## src/rtl/edo_seq_pkg.sv

```systemverilog
package edo_seq_pkg;

  typedef enum logic [1:0] {
    KIND_READ   = 2'd0,
    KIND_EWRITE = 2'd1,
    KIND_LWRITE = 2'd2,
    KIND_RMW    = 2'd3
  } kind_e;

  typedef enum logic [3:0] {
    PH_IDLE, PH_REJ, PH_ROW, PH_RAS, PH_COL, PH_WSU,
    PH_EWR, PH_RD, PH_LCAS, PH_OFF, PH_LWE, PH_PRE
  } phase_e;

  typedef struct packed {
    logic ras_n;
    logic cas_n;
    logic we_n;
    logic oe_n;
    logic col_sel;
    logic drive;
  } strobe_t;

  function automatic int max2(int a, int b);
    return (a > b) ? a : b;
  endfunction

  function automatic logic kind_needs_oe(kind_e k);
    return (k == KIND_LWRITE) || (k == KIND_RMW);
  endfunction

  // Strobe levels for each phase; all inactive unless listed.
  function automatic strobe_t strobe_of(phase_e p, kind_e k, logic oe_tied);
    strobe_t s;
    s = '{ras_n: 1'b1, cas_n: 1'b1, we_n: 1'b1, oe_n: 1'b1,
          col_sel: 1'b0, drive: 1'b0};
    case (p)
      PH_RAS: s.ras_n = 1'b0;
      PH_COL: begin s.ras_n = 1'b0; s.col_sel = 1'b1; end
      PH_WSU: begin
        s.ras_n = 1'b0; s.col_sel = 1'b1; s.we_n = 1'b0; s.drive = 1'b1;
      end
      PH_EWR, PH_LWE: begin
        s.ras_n = 1'b0; s.cas_n = 1'b0; s.col_sel = 1'b1;
        s.we_n  = 1'b0; s.drive = 1'b1;
      end
      PH_RD: begin
        s.ras_n = 1'b0; s.cas_n = 1'b0; s.col_sel = 1'b1; s.oe_n = 1'b0;
      end
      PH_LCAS, PH_OFF: begin
        s.ras_n = 1'b0; s.cas_n = 1'b0; s.col_sel = 1'b1;
      end
      PH_PRE: s.we_n = ~(oe_tied & (k == KIND_READ));
      default: ;
    endcase
    if (oe_tied) s.oe_n = 1'b0;
    return s;
  endfunction

endpackage

```

## src/rtl/edo_phase_timer.sv

```systemverilog
module edo_phase_timer #(
  parameter int CNT_W = 4
) (
  input  logic             clk,
  input  logic             rst_n,
  input  logic             load,
  input  logic [CNT_W-1:0] load_val,
  output logic             expired
);

  logic [CNT_W-1:0] cnt_q;
  logic [CNT_W-1:0] cnt_d;
  logic             cnt_en;

  assign expired = (cnt_q == '0);

  always_comb begin
    cnt_en = load | ~expired;
    cnt_d  = load ? load_val : (cnt_q - 1'b1);
  end

  always_ff @(posedge clk or negedge rst_n) begin
    if (!rst_n)      cnt_q <= '0;
    else if (cnt_en) cnt_q <= cnt_d;
  end

endmodule

```

## src/rtl/edo_addr_mux.sv

```systemverilog
module edo_addr_mux #(
  parameter int ROW_W = 4,
  parameter int COL_W = 4,
  parameter int AW    = 4
) (
  input  logic [ROW_W+COL_W-1:0] addr,
  input  logic                   col_sel,
  output logic [AW-1:0]          mux_addr
);

  logic [AW-1:0] row_ext;
  logic [AW-1:0] col_ext;

  generate
    if (ROW_W == AW) begin : g_row_full
      assign row_ext = addr[ROW_W+COL_W-1 -: ROW_W];
    end else begin : g_row_pad
      assign row_ext = {{(AW-ROW_W){1'b0}}, addr[ROW_W+COL_W-1 -: ROW_W]};
    end
    if (COL_W == AW) begin : g_col_full
      assign col_ext = addr[COL_W-1:0];
    end else begin : g_col_pad
      assign col_ext = {{(AW-COL_W){1'b0}}, addr[COL_W-1:0]};
    end
  endgenerate

  assign mux_addr = col_sel ? col_ext : row_ext;

endmodule

```

## src/rtl/edo_seq_ctrl.sv

```systemverilog
module edo_seq_ctrl
  import edo_seq_pkg::*;
#(
  parameter int   T_ASR   = 1,
  parameter int   T_RAH   = 2,
  parameter int   T_ASC   = 1,
  parameter int   T_WCS   = 2,
  parameter int   T_CAS   = 2,
  parameter int   T_CAC   = 3,
  parameter int   T_CWD   = 2,
  parameter int   T_OD    = 2,
  parameter int   T_WP    = 2,
  parameter int   T_RP    = 3,
  parameter logic OE_TIED = 1'b0
) (
  input  logic       clk,
  input  logic       rst_n,
  input  logic       req_valid,
  input  logic [1:0] req_kind,
  output logic       req_ready,
  output strobe_t    strobe,
  output logic       capture,
  output logic       rsp_valid,
  output logic       rsp_err
);

  localparam int TMAX = max2(max2(max2(T_ASR, T_RAH), max2(T_ASC, T_WCS)),
                             max2(max2(max2(T_CAS, T_CAC), max2(T_CWD, T_OD)),
                                  max2(T_WP, T_RP)));
  localparam int TW = $clog2(TMAX + 1);

  phase_e  phase_q, phase_d;
  kind_e   kind_q, kind_d;
  strobe_t strobe_q, strobe_d;
  logic    rsp_q, rsp_d;
  logic    err_q, err_d;
  logic    accept;
  logic    load;
  logic    expired;
  logic [TW-1:0] load_val;

  function automatic int phase_len(phase_e p);
    case (p)
      PH_ROW:  return T_ASR;
      PH_RAS:  return T_RAH;
      PH_COL:  return T_ASC;
      PH_WSU:  return T_WCS;
      PH_EWR:  return T_CAS;
      PH_RD:   return T_CAC;
      PH_LCAS: return T_CWD;
      PH_OFF:  return T_OD;
      PH_LWE:  return T_WP;
      PH_PRE:  return T_RP;
      default: return 1;
    endcase
  endfunction

  assign req_ready = (phase_q == PH_IDLE);
  assign accept    = req_ready & req_valid;

  always_comb begin
    phase_d = phase_q;
    kind_d  = accept ? kind_e'(req_kind) : kind_q;
    capture = 1'b0;
    case (phase_q)
      PH_IDLE: if (accept) begin
        if (OE_TIED && kind_needs_oe(kind_e'(req_kind))) phase_d = PH_REJ;
        else                                              phase_d = PH_ROW;
      end
      PH_REJ:  phase_d = PH_IDLE;
      PH_ROW:  if (expired) phase_d = PH_RAS;
      PH_RAS:  if (expired) phase_d = PH_COL;
      PH_COL:  if (expired) begin
        case (kind_q)
          KIND_EWRITE: phase_d = PH_WSU;
          KIND_LWRITE: phase_d = PH_LCAS;
          default:     phase_d = PH_RD;
        endcase
      end
      PH_WSU:  if (expired) phase_d = PH_EWR;
      PH_EWR:  if (expired) phase_d = PH_PRE;
      PH_RD:   if (expired) begin
        capture = 1'b1;
        phase_d = (kind_q == KIND_RMW) ? PH_OFF : PH_PRE;
      end
      PH_LCAS: if (expired) phase_d = PH_LWE;
      PH_OFF:  if (expired) phase_d = PH_LWE;
      PH_LWE:  if (expired) phase_d = PH_PRE;
      PH_PRE:  if (expired) phase_d = PH_IDLE;
      default: phase_d = PH_IDLE;
    endcase
    load     = (phase_d != phase_q);
    load_val = TW'(phase_len(phase_d) - 1);
    strobe_d = strobe_of(phase_d, kind_d, OE_TIED);
    rsp_d    = ((phase_d == PH_PRE) && (phase_q != PH_PRE)) || (phase_d == PH_REJ);
    err_d    = (phase_d == PH_REJ);
  end

  edo_phase_timer #(.CNT_W(TW)) u_timer (
    .clk      (clk),
    .rst_n    (rst_n),
    .load     (load),
    .load_val (load_val),
    .expired  (expired)
  );

  always_ff @(posedge clk or negedge rst_n) begin
    if (!rst_n) begin
      phase_q  <= PH_IDLE;
      kind_q   <= KIND_READ;
      strobe_q <= strobe_of(PH_IDLE, KIND_READ, OE_TIED);
      rsp_q    <= 1'b0;
      err_q    <= 1'b0;
    end else begin
      phase_q  <= phase_d;
      kind_q   <= kind_d;
      strobe_q <= strobe_d;
      rsp_q    <= rsp_d;
      err_q    <= err_d;
    end
  end

  assign strobe    = strobe_q;
  assign rsp_valid = rsp_q;
  assign rsp_err   = err_q;

endmodule

```

## src/rtl/edo_seq.sv

```systemverilog
module edo_seq
  import edo_seq_pkg::*;
#(
  parameter int   ROW_W   = 4,
  parameter int   COL_W   = 4,
  parameter int   DQ_W    = 4,
  parameter int   T_ASR   = 1,
  parameter int   T_RAH   = 2,
  parameter int   T_ASC   = 1,
  parameter int   T_WCS   = 2,
  parameter int   T_CAS   = 2,
  parameter int   T_CAC   = 3,
  parameter int   T_CWD   = 2,
  parameter int   T_OD    = 2,
  parameter int   T_WP    = 2,
  parameter int   T_RP    = 3,
  parameter logic OE_TIED = 1'b0,
  localparam int  AW      = (ROW_W > COL_W) ? ROW_W : COL_W
) (
  input  logic                   clk,
  input  logic                   rst_n,
  input  logic                   req_valid,
  output logic                   req_ready,
  input  logic [1:0]             req_kind,
  input  logic [ROW_W+COL_W-1:0] req_addr,
  input  logic [DQ_W-1:0]        req_wdata,
  output logic                   rsp_valid,
  output logic                   rsp_err,
  output logic [DQ_W-1:0]        rsp_rdata,
  output logic                   mem_ras_n,
  output logic                   mem_cas_n,
  output logic                   mem_we_n,
  output logic                   mem_oe_n,
  output logic [AW-1:0]          mem_addr,
  output logic [DQ_W-1:0]        mem_dq_out,
  output logic                   mem_dq_drive,
  input  logic [DQ_W-1:0]        mem_dq_in
);

  strobe_t                strobe;
  logic                   capture;
  logic                   accept;
  logic [ROW_W+COL_W-1:0] addr_q;
  logic [DQ_W-1:0]        wdata_q;
  logic [DQ_W-1:0]        rdata_q;

  edo_seq_ctrl #(
    .T_ASR(T_ASR), .T_RAH(T_RAH), .T_ASC(T_ASC), .T_WCS(T_WCS),
    .T_CAS(T_CAS), .T_CAC(T_CAC), .T_CWD(T_CWD), .T_OD(T_OD),
    .T_WP(T_WP), .T_RP(T_RP), .OE_TIED(OE_TIED)
  ) u_ctrl (
    .clk       (clk),
    .rst_n     (rst_n),
    .req_valid (req_valid),
    .req_kind  (req_kind),
    .req_ready (req_ready),
    .strobe    (strobe),
    .capture   (capture),
    .rsp_valid (rsp_valid),
    .rsp_err   (rsp_err)
  );

  assign accept = req_valid & req_ready;

  always_ff @(posedge clk or negedge rst_n) begin
    if (!rst_n) begin
      addr_q  <= '0;
      wdata_q <= '0;
    end else if (accept) begin
      addr_q  <= req_addr;
      wdata_q <= req_wdata;
    end
  end

  always_ff @(posedge clk or negedge rst_n) begin
    if (!rst_n)       rdata_q <= '0;
    else if (capture) rdata_q <= mem_dq_in;
  end

  edo_addr_mux #(.ROW_W(ROW_W), .COL_W(COL_W), .AW(AW)) u_mux (
    .addr     (addr_q),
    .col_sel  (strobe.col_sel),
    .mux_addr (mem_addr)
  );

  assign mem_ras_n    = strobe.ras_n;
  assign mem_cas_n    = strobe.cas_n;
  assign mem_we_n     = strobe.we_n;
  assign mem_oe_n     = strobe.oe_n;
  assign mem_dq_drive = strobe.drive;
  assign mem_dq_out   = wdata_q;
  assign rsp_rdata    = rdata_q;

endmodule

```

## config.mk

```make
export PLATFORM = sky130hd
export DESIGN_NAME = edo_seq
export DESIGN_NICKNAME = d
export VERILOG_FILES = /design/src/rtl/edo_seq_pkg.sv /design/src/rtl/edo_phase_timer.sv /design/src/rtl/edo_addr_mux.sv /design/src/rtl/edo_seq_ctrl.sv /design/src/rtl/edo_seq.sv
export SDC_FILE = /design/constraint.sdc
export NUM_CORES = 1
export LEC_CHECK = 0
export BUFFER_PORTS_ARGS = -buffer_cell sky130_fd_sc_hd__buf_2
export CAP_MARGIN = 20
export CORE_UTILIZATION = 40
export DETAILED_ROUTE_END_ITERATION = 8
export PLACE_DENSITY_LB_ADDON = 0.08
export SLEW_MARGIN = 40
export SYNTH_ARGS = -nofsm -noshare
export SYNTH_HDL_FRONTEND = slang
export SYNTH_SLANG_ARGS = --single-unit
```

## constraint.sdc

```tcl
create_clock -name clk -period 7.6 [get_ports clk]
set_input_delay 1.14 -clock clk [delete_from_list [all_inputs] [get_ports clk]]
set_output_delay 1.14 -clock clk [all_outputs]
set_load 0.05 [all_outputs]
```

==> flow_summary.toml <==
[hold_path]
hold_path_depth = 1
hold_start = "mem_dq_out[1]"
holdPathEnd = "mem_dq_out[1]"
hp-class = "reg2reg"

[timing]
final.setup.tns_ps = 0
tightest_slew_ps = 669
min_period_over_period = 0.358
clock_skew_ps = 5.87
finalMaxSlewViolations = 0
setup_violations = 0
hold_viol = 0
clock.fmax_mhz = 367
period_needed_ps = 2720
rsz0062_at_grt = "false"
relSlewSlack = 0.554

[global_route]
grt-ovfl-total = 0
grt_use_total = 0.171
grt_pass1_wl_um = 5710
antenna_found_initial = 0
grt_pass1_vias = 1264
grt_max_degree = 33

[final_layout]
n_fill_cell = 380
drive_gt1_frac = 0.411
mostFrequentLayoutCells = "buf_2 (40), dfrtp_1 (28), mux2_2 (13)"
area_growth_pct = 17.7
fin_nets = 220
regArea_sq_um = 806
final_common_cell = "buf_2"
n_antenna_cell = 0
multiInputGateArea_sq_um = 877

[synthesis]
synthArstFlopShare = 1.00
syn-cell-area_sq_um = 1760
ys.flop_type = "dfrtp_1"
netlist_instances = 148
synth_edf_count = 0
syn_avg_cell_area_sq_um = 11.9
synthDominantCellAreaShare = 0.398
yosys.area.top_type = "dfrtp_1"
synth_nets = 179
ys_seq_elements = 32
synth_seq_area_share = 0.458
synth-warning-count = 0
yosysUniqueCellTypes = 46
synth_area_leaders = "dfrtp_1 (40%), mux2_2 (8.3%), ha_1 (7.1%), mux2_1 (6.4%), dfstp_2 (6.0%)"

[critical_path]
worst_ep_arrival_time_ps = 2940
cpLargestDelayFamily = "compound AO/OA/AOI/OAI gates"
worstSetupPathType = "reg2reg"
end_kind = "flop"
r2r_slack_ps = 4880
ff2ff_path_depth = 11
startpoint_type = "flop"
slowest_stage = "ha_1"
slowest_delay_ps = 460
reg2reg_from = "u_ctrl.u_timer.cnt_q[0]"
crit_path_cell_trace = "inv_1 > ha_1 > nand2_1 > o221ai_1 > o21a_1 > inv_1 > ha_1 > or3_1 > o21ai_1 > a21oi_1 > o21ai_1"
crit_fanout = 13
reg2reg_to = "u_ctrl.strobe[5]"
crit_buf_inv = 2
worstPathRequired_ps = 7820

[clock_tree]
clkLatencyLatePin_ps = 280
post_cts_buffers = 0
cts_root_buf = "clkbuf_8"
htree_num_levels = 2
cts_tree = "built"
clock-sinks = 32
holdBufCountCts = 0
path_clk_slew_ps = 70
clk_path_buf_depth = 2
cts_inserted_buffers = 5
cts_resized = 0

[status]
outcome = "finished, final reports clean"

[placement]
dp.final_hpwl_um = 2560
io_buffer_count = 40
globalplace.congestion = 0.777

[floorplanning]
initial_core_util = 0.428
ios = 41
die_y_um = 68.3
dieArea_sq_um = 4670
row_count = 23
coreArea_sq_um = 4120
die_x_um = 68.3

[detailed_routing]
vias = 1238
drc = 0
via_per_inst = 5.16
drt_pass1_iterations = 4
avgRoutedWirePerCell_um = 14.1
drt-total-wl_um = 3390
drt-initial-drc-count = 89
final_antenna_net_count = 0

[run]
maxCapViolations = 0
## cell families after synthesis
family / Yosys count / share of synthesized area
AO/OA/AOI/OAI: 25 / 0.123
XOR/XNOR: 3 / 0.0149
adder cells (fa/ha/maj): 10 / 0.0711
buffers and inverters: 15 / 0.0441
flip-flops: 32 / 0.458
multiplexers: 26 / 0.171
AND/OR/NAND/NOR: 37 / 0.118
## metrics by stage
stage	hold WS (ps)	utilization	instance area, sq um	std cells	setup WS [ps]
6_report	490	0.503	2070	240	4880
3_5_place_dp	478	0.481	1980	232	4710
5_1_grt	508	0.503	2070	240	4680
4_1_cts	496	0.503	2070	240	4900
2_1_floorplan	459	-	1760	148	4960
3_3_place_gp	468	0.481	1980	232	4750
## worst reg2reg max path: stages (launching register included)
cell	delay, ps
dfrtp_1	390
inv_1	90
ha_1	460
nand2_1	140
o221ai_1	200
o21a_1	230
inv_1	110
ha_1	270
or3_1	440
o21ai_1	180
a21oi_1	80
o21ai_1	70
## cell type report
| type | count | share of cell area |
|---|---|---|
| Clock inverter | 3 | 0.0115 |
| Multi-Input combinational cell | 101 | 0.423 |
| Inverter | 9 | 0.0163 |
| Clock buffer | 5 | 0.0332 |
| Tap cell | 50 | 0.0302 |
| Sequential cell | 32 | 0.389 |
| Timing Repair Buffer | 40 | 0.0966 |
## flip-flops by register name (all words and copies together), names as in the netlist, 2 cells and up
name	cells
addr_q	8
mem_dq_out	4
rsp_rdata	4
u_ctrl.kind_q	2
u_ctrl.phase_q	4
u_ctrl.strobe	6
u_ctrl.u_timer.cnt_q	2
## how the worst max path moves through the flow
stage	slack, ps	depth (start not counted)	from	endpoint
after floorplan	4960	8	req_valid	u_ctrl.strobe[5]
after detailed placement	4710	9	req_valid	u_ctrl.strobe[5]
after global placement	4750	9	req_valid	u_ctrl.strobe[5]
after global routing	4680	11	u_ctrl.u_timer.cnt_q[0]	u_ctrl.strobe[5]
after CTS	4900	11	u_ctrl.u_timer.cnt_q[0]	u_ctrl.strobe[5]
final	4880	11	u_ctrl.u_timer.cnt_q[0]	u_ctrl.strobe[5]
## cell usage after synthesis, types with 3 or more instances
library cell   n
nand2_1       10
a21oi_1        4
inv_2          4
dfstp_2        4
inv_1          5
buf_4          3
o21ai_1        4
dfrtp_1       28
nor2_1         6
ha_1          10
mux2_2        13
mux2_1        10
nand3_1        7
## metal layers
metal  part of all wire  track usage  up-vias
li1                   -            -      611
met3              0.040       0.0500        5
met5                  0            0        -
met1               0.47        0.215      592
met4              0.015       0.0625        0
met2               0.48        0.276       30
Power is left out: the tool's default activity adds up to more than one toggle a clock period on the data nets, which glitch-free logic cannot reach.
